==> config.mk <==
export PLATFORM = sky130hd
export DESIGN_NAME = warm_reset_seq
export DESIGN_NICKNAME = d
export VERILOG_FILES = /design/src/rtl/warm_rst_pkg.sv /design/src/rtl/wrs_sync.sv /design/src/rtl/wrs_fsm.sv /design/src/rtl/warm_reset_seq.sv
export SDC_FILE = /design/constraint.sdc
export NUM_CORES = 1
export LEC_CHECK = 0
export BUFFER_PORTS_ARGS = -buffer_cell sky130_fd_sc_hd__buf_2
export CAP_MARGIN = 20
export CORE_MARGIN = 2
export CORE_UTILIZATION = 25
export CTS_CLUSTER_DIAMETER = 100
export CTS_CLUSTER_SIZE = 14
export DETAILED_ROUTE_END_ITERATION = 8
export SETUP_SLACK_MARGIN = 0.3
export SLEW_MARGIN = 20
export SYNTH_ARGS = -nofsm -noshare
export SYNTH_HDL_FRONTEND = slang
export SYNTH_SLANG_ARGS = --single-unit
==> constraint.sdc <==
create_clock -name clk -period 2.1 [get_ports clk]
set_input_delay 0.42 -clock clk [delete_from_list [all_inputs] [get_ports clk]]
set_output_delay 0.42 -clock clk [all_outputs]
set_load 0.05 [all_outputs]
==> src/rtl/warm_rst_pkg.sv <==
package warm_rst_pkg;

    typedef enum logic [2:0] {
        ST_IDLE,
        ST_FLUSH,
        ST_INTERN,
        ST_SETTLE,
        ST_EXTEND,
        ST_LATCH,
        ST_COLD
    } rst_state_e;

    typedef struct packed {
        logic int_rst;
        logic io_tri;
        logic bus_abort;
        logic cfg_latch;
        logic pin_pull;
    } rst_ctl_t;

    // Cycles from the high pin sample to the configuration strobe
    function automatic int unsigned latch_delay(input logic div2,
                                                input int unsigned d_div2,
                                                input int unsigned d_other);
        return div2 ? d_div2 : d_other;
    endfunction

endpackage

==> src/rtl/wrs_sync.sv <==
module wrs_sync #(
    parameter int   STAGES = 2,
    parameter logic INIT   = 1'b1
) (
    input  logic clk,
    input  logic rst,
    input  logic d,
    output logic q
);
    logic [STAGES-1:0] chain;

    generate
        if (STAGES == 1) begin : g_single
            always_ff @(posedge clk) begin
                if (rst) chain <= INIT;
                else     chain <= d;
            end
        end else begin : g_multi
            always_ff @(posedge clk) begin
                if (rst) chain <= {STAGES{INIT}};
                else     chain <= {chain[STAGES-2:0], d};
            end
        end
    endgenerate

    assign q = chain[STAGES-1];
endmodule

==> src/rtl/wrs_fsm.sv <==
module wrs_fsm
    import warm_rst_pkg::*;
#(
    parameter int MIN_LOW    = 2,
    parameter int FLUSH_CYC  = 6,
    parameter int INTERN_CYC = 512,
    parameter int SETTLE_CYC = 2,
    parameter int LATCH_DIV2 = 3,
    parameter int LATCH_STD  = 4
) (
    input  logic     clk,
    input  logic     rst,
    input  logic     pin_s_i,
    input  logic     pwr_s_i,
    input  logic     bidir_set_i,
    input  logic     div2_i,
    output rst_ctl_t ctl_o,
    output logic     bidir_en_o
);
    localparam int CNT_W = $clog2(INTERN_CYC + 1);
    localparam int LOW_W = $clog2(MIN_LOW + 1);

    rst_state_e       state;
    logic [CNT_W-1:0] cnt;
    logic [LOW_W-1:0] lowcnt;
    logic             bidir_en;
    logic [CNT_W-1:0] latch_last;
    logic             strobe;

    assign latch_last = CNT_W'(latch_delay(div2_i, LATCH_DIV2, LATCH_STD) - 1);
    assign strobe     = (state == ST_LATCH) && (cnt == latch_last);

    always_ff @(posedge clk) begin
        if (rst) begin
            state    <= ST_IDLE;
            cnt      <= '0;
            lowcnt   <= '0;
            bidir_en <= 1'b0;
        end else begin
            if (strobe)           bidir_en <= 1'b0;
            else if (bidir_set_i) bidir_en <= 1'b1;

            if (!pwr_s_i) begin
                state  <= ST_COLD;
                cnt    <= '0;
                lowcnt <= '0;
            end else begin
                unique case (state)
                    ST_IDLE: begin
                        if (!pin_s_i) begin
                            if (lowcnt == LOW_W'(MIN_LOW - 1)) begin
                                state  <= ST_FLUSH;
                                cnt    <= '0;
                                lowcnt <= '0;
                            end else begin
                                lowcnt <= lowcnt + 1'b1;
                            end
                        end else begin
                            lowcnt <= '0;
                        end
                    end
                    ST_FLUSH: begin
                        if (cnt == CNT_W'(FLUSH_CYC - 1)) begin
                            state <= ST_INTERN;
                            cnt   <= '0;
                        end else cnt <= cnt + 1'b1;
                    end
                    ST_INTERN: begin
                        if (cnt == CNT_W'(INTERN_CYC - 1)) begin
                            state <= ST_SETTLE;
                            cnt   <= '0;
                        end else cnt <= cnt + 1'b1;
                    end
                    ST_SETTLE: begin
                        if (cnt == CNT_W'(SETTLE_CYC - 1)) begin
                            state <= ST_EXTEND;
                            cnt   <= '0;
                        end else cnt <= cnt + 1'b1;
                    end
                    ST_EXTEND: begin
                        if (pin_s_i) begin
                            state <= ST_LATCH;
                            cnt   <= '0;
                        end
                    end
                    ST_LATCH: begin
                        if (strobe) begin
                            state <= ST_IDLE;
                            cnt   <= '0;
                        end else cnt <= cnt + 1'b1;
                    end
                    ST_COLD: begin
                        state <= ST_EXTEND;
                        cnt   <= '0;
                    end
                    default: state <= ST_IDLE;
                endcase
            end
        end
    end

    always_comb begin
        ctl_o.int_rst   = (state != ST_IDLE);
        ctl_o.io_tri    = (state != ST_IDLE);
        ctl_o.bus_abort = (state == ST_FLUSH) && (cnt == '0);
        ctl_o.cfg_latch = strobe;
        ctl_o.pin_pull  = bidir_en && (state == ST_INTERN);
    end

    assign bidir_en_o = bidir_en;

    AST_ACCEPT_TWO_LOWS: assert property (@(posedge clk) disable iff (rst)
        (state == ST_FLUSH && $past(state) == ST_IDLE) |-> (!$past(pin_s_i) && !$past(pin_s_i, 2)));
    AST_ABORT_SINGLE: assert property (@(posedge clk) disable iff (rst)
        ctl_o.bus_abort |=> !ctl_o.bus_abort);
    AST_INTERN_FULL_LENGTH: assert property (@(posedge clk) disable iff (rst)
        ($past(state) == ST_INTERN && state != ST_INTERN) |-> ($past(cnt) == CNT_W'(INTERN_CYC - 1) || state == ST_COLD));
    AST_EXTEND_WHILE_LOW: assert property (@(posedge clk) disable iff (rst)
        (state == ST_EXTEND && !pin_s_i && pwr_s_i) |=> (state == ST_EXTEND));
    AST_STROBE_THEN_IDLE: assert property (@(posedge clk) disable iff (rst)
        (ctl_o.cfg_latch && pwr_s_i) |=> (state == ST_IDLE && !ctl_o.cfg_latch));
    AST_ENABLE_CLEARED: assert property (@(posedge clk) disable iff (rst)
        ctl_o.cfg_latch |=> !bidir_en);
    AST_COLD_ENTRY: assert property (@(posedge clk) disable iff (rst)
        !pwr_s_i |=> (state == ST_COLD));
endmodule

==> src/rtl/warm_reset_seq.sv <==
module warm_reset_seq
    import warm_rst_pkg::*;
#(
    parameter int SYNC_STAGES = 2,
    parameter int MIN_LOW     = 2,
    parameter int FLUSH_CYC   = 6,
    parameter int INTERN_CYC  = 512,
    parameter int LATCH_DIV2  = 3,
    parameter int LATCH_STD   = 4
) (
    input  logic clk,
    input  logic rst,
    input  logic rst_pin_n_i,
    input  logic pwr_ok_i,
    input  logic bidir_set_i,
    input  logic presc_div2_i,
    output logic pin_pull_o,
    output logic int_rst_o,
    output logic rst_out_n_o,
    output logic io_tri_o,
    output logic bus_abort_o,
    output logic cfg_latch_o,
    output logic bidir_en_o
);
    logic     pin_s;
    logic     pwr_s;
    rst_ctl_t ctl;

    wrs_sync #(.STAGES(SYNC_STAGES), .INIT(1'b1)) u_pin_sync (
        .clk (clk), .rst (rst), .d (rst_pin_n_i), .q (pin_s)
    );

    wrs_sync #(.STAGES(SYNC_STAGES), .INIT(1'b1)) u_pwr_sync (
        .clk (clk), .rst (rst), .d (pwr_ok_i), .q (pwr_s)
    );

    wrs_fsm #(
        .MIN_LOW    (MIN_LOW),
        .FLUSH_CYC  (FLUSH_CYC),
        .INTERN_CYC (INTERN_CYC),
        .SETTLE_CYC (SYNC_STAGES),
        .LATCH_DIV2 (LATCH_DIV2),
        .LATCH_STD  (LATCH_STD)
    ) u_fsm (
        .clk         (clk),
        .rst         (rst),
        .pin_s_i     (pin_s),
        .pwr_s_i     (pwr_s),
        .bidir_set_i (bidir_set_i),
        .div2_i      (presc_div2_i),
        .ctl_o       (ctl),
        .bidir_en_o  (bidir_en_o)
    );

    // Cold path bypasses the synchronizers and the clock
    assign int_rst_o   = ctl.int_rst | ~pwr_ok_i;
    assign io_tri_o    = ctl.io_tri  | ~pwr_ok_i;
    assign rst_out_n_o = ~int_rst_o;
    assign pin_pull_o  = ctl.pin_pull & pwr_ok_i;
    assign bus_abort_o = ctl.bus_abort;
    assign cfg_latch_o = ctl.cfg_latch;

    AST_NO_PULL_COLD: assert property (@(posedge clk) disable iff (rst)
        !pwr_ok_i |-> !pin_pull_o);
endmodule

==> reports/metrics.cfg, run 1 <==
[pwr]
power_density_nw_per_um2=629
peakVddDrop_uv=447
leakage_nw=0.597

[synth]
synth_cells=127
async_flop_share_pct=0
synth_flop_cell=dfxtp_1
synth.top_cell.area_share_pct=37.3
yosysMostFrequentCell=dfxtp_1
synth.yosys.seq_area_share_pct=37.3
synth_compound_area_share_pct=13.3
synth.top_cells.by_area=dfxtp_1 (37%), nor2_1 (6.0%), nor3_1 (4.2%), xnor2_1 (4.1%), xor2_1 (4.1%)
synth_cell_type_count=34
synth_area_per_cell_um2=8.44
synth_top_cell_by_area=dfxtp_1
synth_adder_area_share_pct=3.50
synth-simple-area-share_pct=31.7
synthXorXnorAreaFrac_pct=8.17
synth_enable_flop_cells=0
synth_top_family_by_area=simple AND/OR/NAND/NOR gates
syn_area_um2=1070
synthMuxAreaShare_pct=0.933
synth_common_cells=dfxtp_1 (20), nor2_1 (17), nor3_1 (9), nand2_1 (8), inv_1 (7)
synth.ff_latch_count=20
synth.net_count=136
ys.warnings.count=0

[floorplanning]
rows=23
die_h_um=69.5
core_area_um2=4060
dieArea_um2=4830
io_pins=13
start_util_pct=26.4
die_width_um=69.5

[clock_network]
cts_tree=yes
h-tree-depth=1
clk_pin_slew_ns=0.08
cts_buffer_depth=2
numCtsBuffers=3
clk_latency_ns=0.26
cts_sinks=20
cts_root_buf=clkbuf_8

[worst_setup_path]
critPathKind=reg -> out
crit_required_ns=1.68
worstSetupStartpoint=u_fsm.cnt[6]
end_kind=primary output
startpoint_type=register
r2r_start=u_fsm.state[2]
critical_path_arrival_ns=1.49
crit_path_max_fanout=2

[routing]
drtPass1Iterations=4
remaining_drc_errors=0
via_count=996
drtAntennaViolNets=0
routed_wl_um=2630
wl_per_cell_um=12.9
avgViaCountPerCell=4.88
drtIter0Drc=19

[sta]
relSlewSlack_pct=65.1
layout_setup_ws_ns=0.191
timing_hold_violations_final=0
finalCriticalPeriod_ns=1.91
fin_crit_sh_pct=90.9
setup-tns-final_ns=0
tightest_slew_ns=0.522
rsz0062_at_grt=yes
clock_skew_ns=0.00649
max_freq_mhz=524
report.final.slew_viol_count=0
setup_violations=0
hold-worst-slack_ns=0.345

[global_routing]
grt_pass1_wl_um=4240
grt_start_max_net_pins=12
grt_use_met1_pct=13.7
busiest_layer=met2
use_met3_pct=1.60
met2_usage_pct=17.9
antenna_found_initial=0
grt_usage_pct=10.7
grt_overflow_total=0
grt_pass1_vias=933

[placement]
finalWeightedCongestion=0.819
post-place-ws_ns=0.246
numPortBuffers=12
place_area_um2=1240
hpwl_um=1720

[outcome]
status=complete, no violations

[flow_run]
cap_viol_max_count=0

[final_layout]
regArea_um2=417
multi_input_area_um2=754
drive_above_1_share_pct=46.8
nFillCells=384
areaGrowthSynthToFinish_pct=44.9
final_cell_area_um2=1550
fin_nets=164
num_antenna_cells=0

[hold_path]
hp-start=rst_pin_n_i
hold_path_class=in -> reg

## placed cells by master, fill, tap and decap left out, drive strengths merged, types with 5 or more instances in the layout
cell / Yosys / final
and3: 6 / 6
xnor2: 5 / 5
buf: 2 / 29
dfxtp: 20 / 20
nor2: 17 / 17
xor2: 5 / 5
nand2: 8 / 8
nor3: 9 / 9
inv: 7 / 5
## where the power goes
part	total, mW	switching [mW]	internal, mW
Combinational	0.260	0.147	0.113
Clock	0.296	0.129	0.167
Sequential	0.422	0.0270	0.395
Total	0.978	0.303	0.676
## state kept, by name, indices dropped and copies added, names as in the netlist
register	cells
u_fsm.bidir_en_o	1
u_pwr_sync.chain	2
u_fsm.state	3
u_fsm.lowcnt	2
u_pin_sync.chain	2
u_fsm.cnt	10
## final cells by class
type,instances,share of cell area [%]
clock buffers,4,3.54
inverters,7,2.17
multi-input cells,94,48.6
flip-flops and latches,20,26.8
well taps,50,4.03
repair buffers,29,14.9
## logic make-up (layout without fill, tap and decap cells)
group | Yosys count | count (layout)
and+or+nand+nor | 63 | 63
DFF | 20 | 20
AOI/OAI and AO/OA | 17 | 17
buffers and inverters | 13 | 40
xor gates and xnor gates | 10 | 10
adders and majority gates | 3 | 3
muxes | 1 | 1
## path summary, 6_finish.rpt
path	depth (start not counted)	slack [ns]	to
min reg2reg	1	0.41	u_pin_sync.chain[1]
min	2	0.34	u_pin_sync.chain[0]
max reg2reg	5	0.23	u_fsm.cnt[2]
max	5	0.19	cfg_latch_o
## per-stage QoR
step                cells  total power [mW]  utilization, %
finish                204             0.978            38.3
CTS                   201             0.939            35.2
global placement      191             0.621            30.6
global route          204              1.02            38.3
detailed placement    191             0.621            30.6
floorplan             127             0.570               -
## critical path, cell delays in order (launching register included)
cell and delay (ns):
dfxtp_2 0.34, nor4_4 0.29, buf_4 0.16, nand4_1 0.11
nor2_2 0.16, buf_6 0.18
## metal layers
metal	wire (µm)	share of wire [%]	up-vias
li1	-	-	503
met1	1240	47	478
met4	33	1.3	0
met3	57	2.2	4
met2	1310	50	11
met5	0	0	-
## what timing repair did
action                     in CTS  in global routing
setup endpoints to repair      12                 15
hold buffers                    0                  0
gates cloned                    0                  0
setup buffers                   6                  3
hold endpoints to repair        0                  0
resized for setup              24                 24
pin swaps                      16                  7
Power figures use the tool's default switching activity.
==> run 2, diff against run 1 <==
BUFFER_PORTS_ARGS = -buffer_cell sky130_fd_sc_hd__buf_4   (was -buffer_cell sky130_fd_sc_hd__buf_2)
GPL_ROUTABILITY_DRIVEN = 0   (was default)
SYNTH_HIERARCHICAL = 1   (was default)
==> run 2 against run 1 <==
  * Via count is 0.60% higher
  * Register-to-register slack improved by 0.16 ns
  * Largest power group unchanged
  * Fmax grew 1.3%
  * First-iteration DRC count grew to 2.7 times the previous value
  * Final area fell by 0.81%
  * Sequential power down 4.7%
  * Critical endpoint is now bus_abort_o
==> reports/metrics.cfg, run 2 <==
[routing]
via_count=1002  ; was 996
routed_wl_um=2670  ; was 2630 µm
avgViaCountPerCell=4.86  ; was 4.88
drtAntennaViolNets=0  ; unchanged
drtIter0Drc=52  ; was 19
drtPass1Iterations=4  ; unchanged
wl_per_cell_um=13.0  ; was 12.9 µm
remaining_drc_errors=0  ; unchanged

[clock_network]
numCtsBuffers=3  ; unchanged
cts_root_buf=clkbuf_8  ; unchanged
clk_pin_slew_ns=0.07  ; was 0.08 ns
cts-hold-fix-buffers=0  ; unchanged
cts_tree=yes  ; unchanged
clk_latency_ns=0.26  ; about the same
h-tree-depth=1  ; unchanged
cts_buffer_depth=2  ; unchanged
cts_sinks=20  ; unchanged

[global_routing]
grt_overflow_total=0  ; unchanged
grt_pass1_wl_um=4510  ; was 4240 µm
antenna_found_initial=0  ; unchanged
grt_usage_pct=11.0  ; was 10.7%
grt_pass1_vias=983  ; was 933
grt_start_max_net_pins=13  ; was 12

[floorplanning]
start_util_pct=25.8  ; was 26.4%
dieArea_um2=5040  ; was 4830 µm²
die_width_um=71  ; was 69.5 µm
io_pins=13  ; unchanged
rows=24  ; was 23
core_area_um2=4350  ; was 4060 µm²
die_h_um=71  ; was 69.5 µm

[synth]
yosysMostFrequentCell=dfxtp_1  ; unchanged
synth_compound_area_share_pct=15.5  ; was 13.3%
synth.top_cell.area_share_pct=35.7  ; was 37.3%
synth_top_cell_by_area=dfxtp_1  ; unchanged
synth_top_family_by_area=simple AND/OR/NAND/NOR gates  ; unchanged
synth_cells=129  ; was 127
async_flop_share_pct=0  ; unchanged
synth_area_per_cell_um2=8.70  ; was 8.44 µm²
synth.ff_latch_count=20  ; unchanged
syn_area_um2=1120  ; was 1070 µm²
synth.net_count=138  ; was 136
synth_cell_type_count=41  ; was 34
synth.top_cells.by_area=dfxtp_1 (36%), nor2_1 (5.7%), xnor2_1 (4.7%), ha_1 (3.3%), nor3_1 (2.7%)  ; was dfxtp_1 (37%), nor2_1 (6.0%), nor3_1 (4.2%), xnor2_1 (4.1%), xor2_1 (4.1%)
synth_enable_flop_cells=0  ; unchanged
synth_adder_area_share_pct=3.34  ; was 3.50%
synthXorXnorAreaFrac_pct=7.02  ; was 8.17%
synth_flop_cell=dfxtp_1  ; unchanged
synth_common_cells=dfxtp_1 (20), nor2_1 (17), nand2_1 (7), nor3_1 (6), xnor2_1 (6)  ; was dfxtp_1 (20), nor2_1 (17), nor3_1 (9), nand2_1 (8), inv_1 (7)
ys.warnings.count=6  ; was 0
synth-simple-area-share_pct=33.8  ; was 31.7%
synthMuxAreaShare_pct=0.892  ; was 0.933%
synth.yosys.seq_area_share_pct=35.7  ; was 37.3%

[flow_run]
cap_viol_max_count=0  ; unchanged

[worst_setup_path]
crit_chain=nor4_4, nand3_2, nor3b_4, buf_6  ; was nor4_4, buf_4, nand4_1, nor2_2, buf_6
critPathSlowestCell=dfxtp_4  ; was dfxtp_2
crit_required_ns=1.68  ; about the same
crit_family=simple AND/OR/NAND/NOR gates  ; unchanged
end_kind=primary output  ; unchanged
crit_buf_inv=1  ; was 2
crit_path_max_fanout=4  ; was 2
critPathKind=reg -> out  ; unchanged
startpoint_type=register  ; unchanged
max_stage_delay_ns=0.36  ; was 0.34 ns
critical_path_arrival_ns=1.46  ; was 1.49 ns

[sta]
relSlewSlack_pct=78.1  ; was 65.1%
clock_skew_ns=0.00302  ; was 0.00649 ns
fin_crit_sh_pct=89.7  ; was 90.9%
rsz0062_at_grt=yes  ; unchanged
finalCriticalPeriod_ns=1.88  ; was 1.91 ns
setup-tns-final_ns=0  ; unchanged
max_freq_mhz=531  ; was 524 MHz
report.final.slew_viol_count=0  ; unchanged
tightest_slew_ns=0.328  ; was 0.522 ns
setup_violations=0  ; unchanged
timing_hold_violations_final=0  ; unchanged

[placement]
numPortBuffers=12  ; unchanged
post-place-cells=192  ; was 191
hpwl_um=1810  ; was 1720 µm

[pwr]
combPwrFrac_pct=26.6  ; about the same
power_density_nw_per_um2=615  ; was 629 nW/µm²
p_seq_share_pct=42.4  ; was 43.2%
peakVddDrop_uv=166  ; was 447 µV
clockPowerShare_pct=31.0  ; was 30.2%
intPower_uw=668  ; was 676 µW
switching_share_pct=29.6  ; was 30.9%
p_sw_uw=281  ; was 303 µW
leakage_nw=0.589  ; was 0.597 nW

[final_layout]
areaGrowthSynthToFinish_pct=37.3  ; was 44.9%
layout_commonest_cell=buf_4
final_cell_mix=buf_4 (22), nor2_1 (16), dfxtp_1 (12)  ; was nor2_1 (14), buf_4 (14), dfxtp_1 (11)
largest_register_ffs=10  ; unchanged
top_regs=u_fsm/cnt x10, u_fsm/state x3  ; was u_fsm.cnt x10, u_fsm.state x3
fin_nets=164  ; unchanged
drive_above_1_share_pct=37.7  ; was 46.8%
nFillCells=434  ; was 384
largest-register=u_fsm/cnt  ; was u_fsm.cnt
num_antenna_cells=0  ; unchanged
fin_util_pct=35.4  ; was 38.3%
fin_cells=206  ; was 204

[hold_path]
hold_path_class=in -> reg  ; unchanged

[outcome]
status=complete, no violations  ; unchanged

run 2: changes by cell type after synthesis, moves of 2 or more:
cell     previous run  this run
and3_1              6         2
inv_1               7         3
nor2b_1             1         4
nor3_1              9         6
nor3b_1             0         3
nor4_1              2         4
o31a_1              2         0
or2_1               0         4
or2_2               4         0
xor2_1              5         3
run 2: power by group through the flow:
stage          logic, mW  registers (mW)  clock network [mW]
2_1_floorplan      0.153           0.418                   0
3_3_place_gp       0.214           0.418                   0
3_5_place_dp       0.214           0.418                   0
4_1_cts            0.237           0.405               0.302
5_1_grt            0.270           0.404               0.314
6_report           0.253           0.402               0.294
run 2: what timing repair did:
item / 4_1_cts / 5_1_grt
pin swaps: 6 / 4
resized for setup: 24 / 5
setup endpoints to repair: 12 / 11
setup buffers: 7 / 3
endpoints found under the hold margin: 0 / 0
run 2: area by class of cell:
cell class	count	area, µm²	area share [%]
Timing Repair Buffer	27	221	14.4
Multi-Input combinational cell	100	763	49.5
Clock buffer	4	55.1	3.57
Tap cell	52	65.1	4.22
Sequential cell	20	425	27.6
Inverter	3	11.3	0.731
run 2: routing by layer:
| layer | vias up | global-route usage [%] | wire length (µm) |
|---|---|---|---|
| met4 | 0 | 5.03 | 38 |
| met2 | 24 | 19.1 | 1330 |
| met5 | - | 0 | 0 |
| met1 | 467 | 14.1 | 1250 |
| li1 | 507 | - | - |
| met3 | 4 | 0.427 | 62 |
run 2: per-stage QoR:
stage          power, mW  instance area [µm²]  worst slack, ns  hold slack [ns]
2_1_floorplan      0.571                 1150            0.246            0.383
3_3_place_gp       0.631                 1310            0.267            0.387
3_5_place_dp       0.632                 1310            0.271            0.394
4_1_cts            0.944                 1500            0.215            0.336
5_1_grt            0.987                 1540            0.137            0.355
6_report           0.948                 1540            0.215            0.342
run 2: final timing paths:
kind / from / endpoint / slack (ns) / depth (start not counted)
setup / recovery: u_fsm/cnt[6] / bus_abort_o / 0.22 / 4
hold reg to reg: u_pin_sync/chain[0] / u_pin_sync/chain[1] / 0.41 / 1
setup reg to reg: u_fsm/state[0] / u_fsm/cnt[4] / 0.39 / 6
hold / removal: rst_pin_n_i / u_pin_sync/chain[0] / 0.34 / 2
run 2: cells by family after synthesis:
| kind of cell | after synthesis |
|---|---|
| and+or+nand+nor | 68 |
| DFF | 20 |
| AOI/OAI and AO/OA | 19 |
| xor gates and xnor gates | 9 |
| buffers and inverters | 9 |
| adders and majority gates | 3 |
| muxes | 1 |
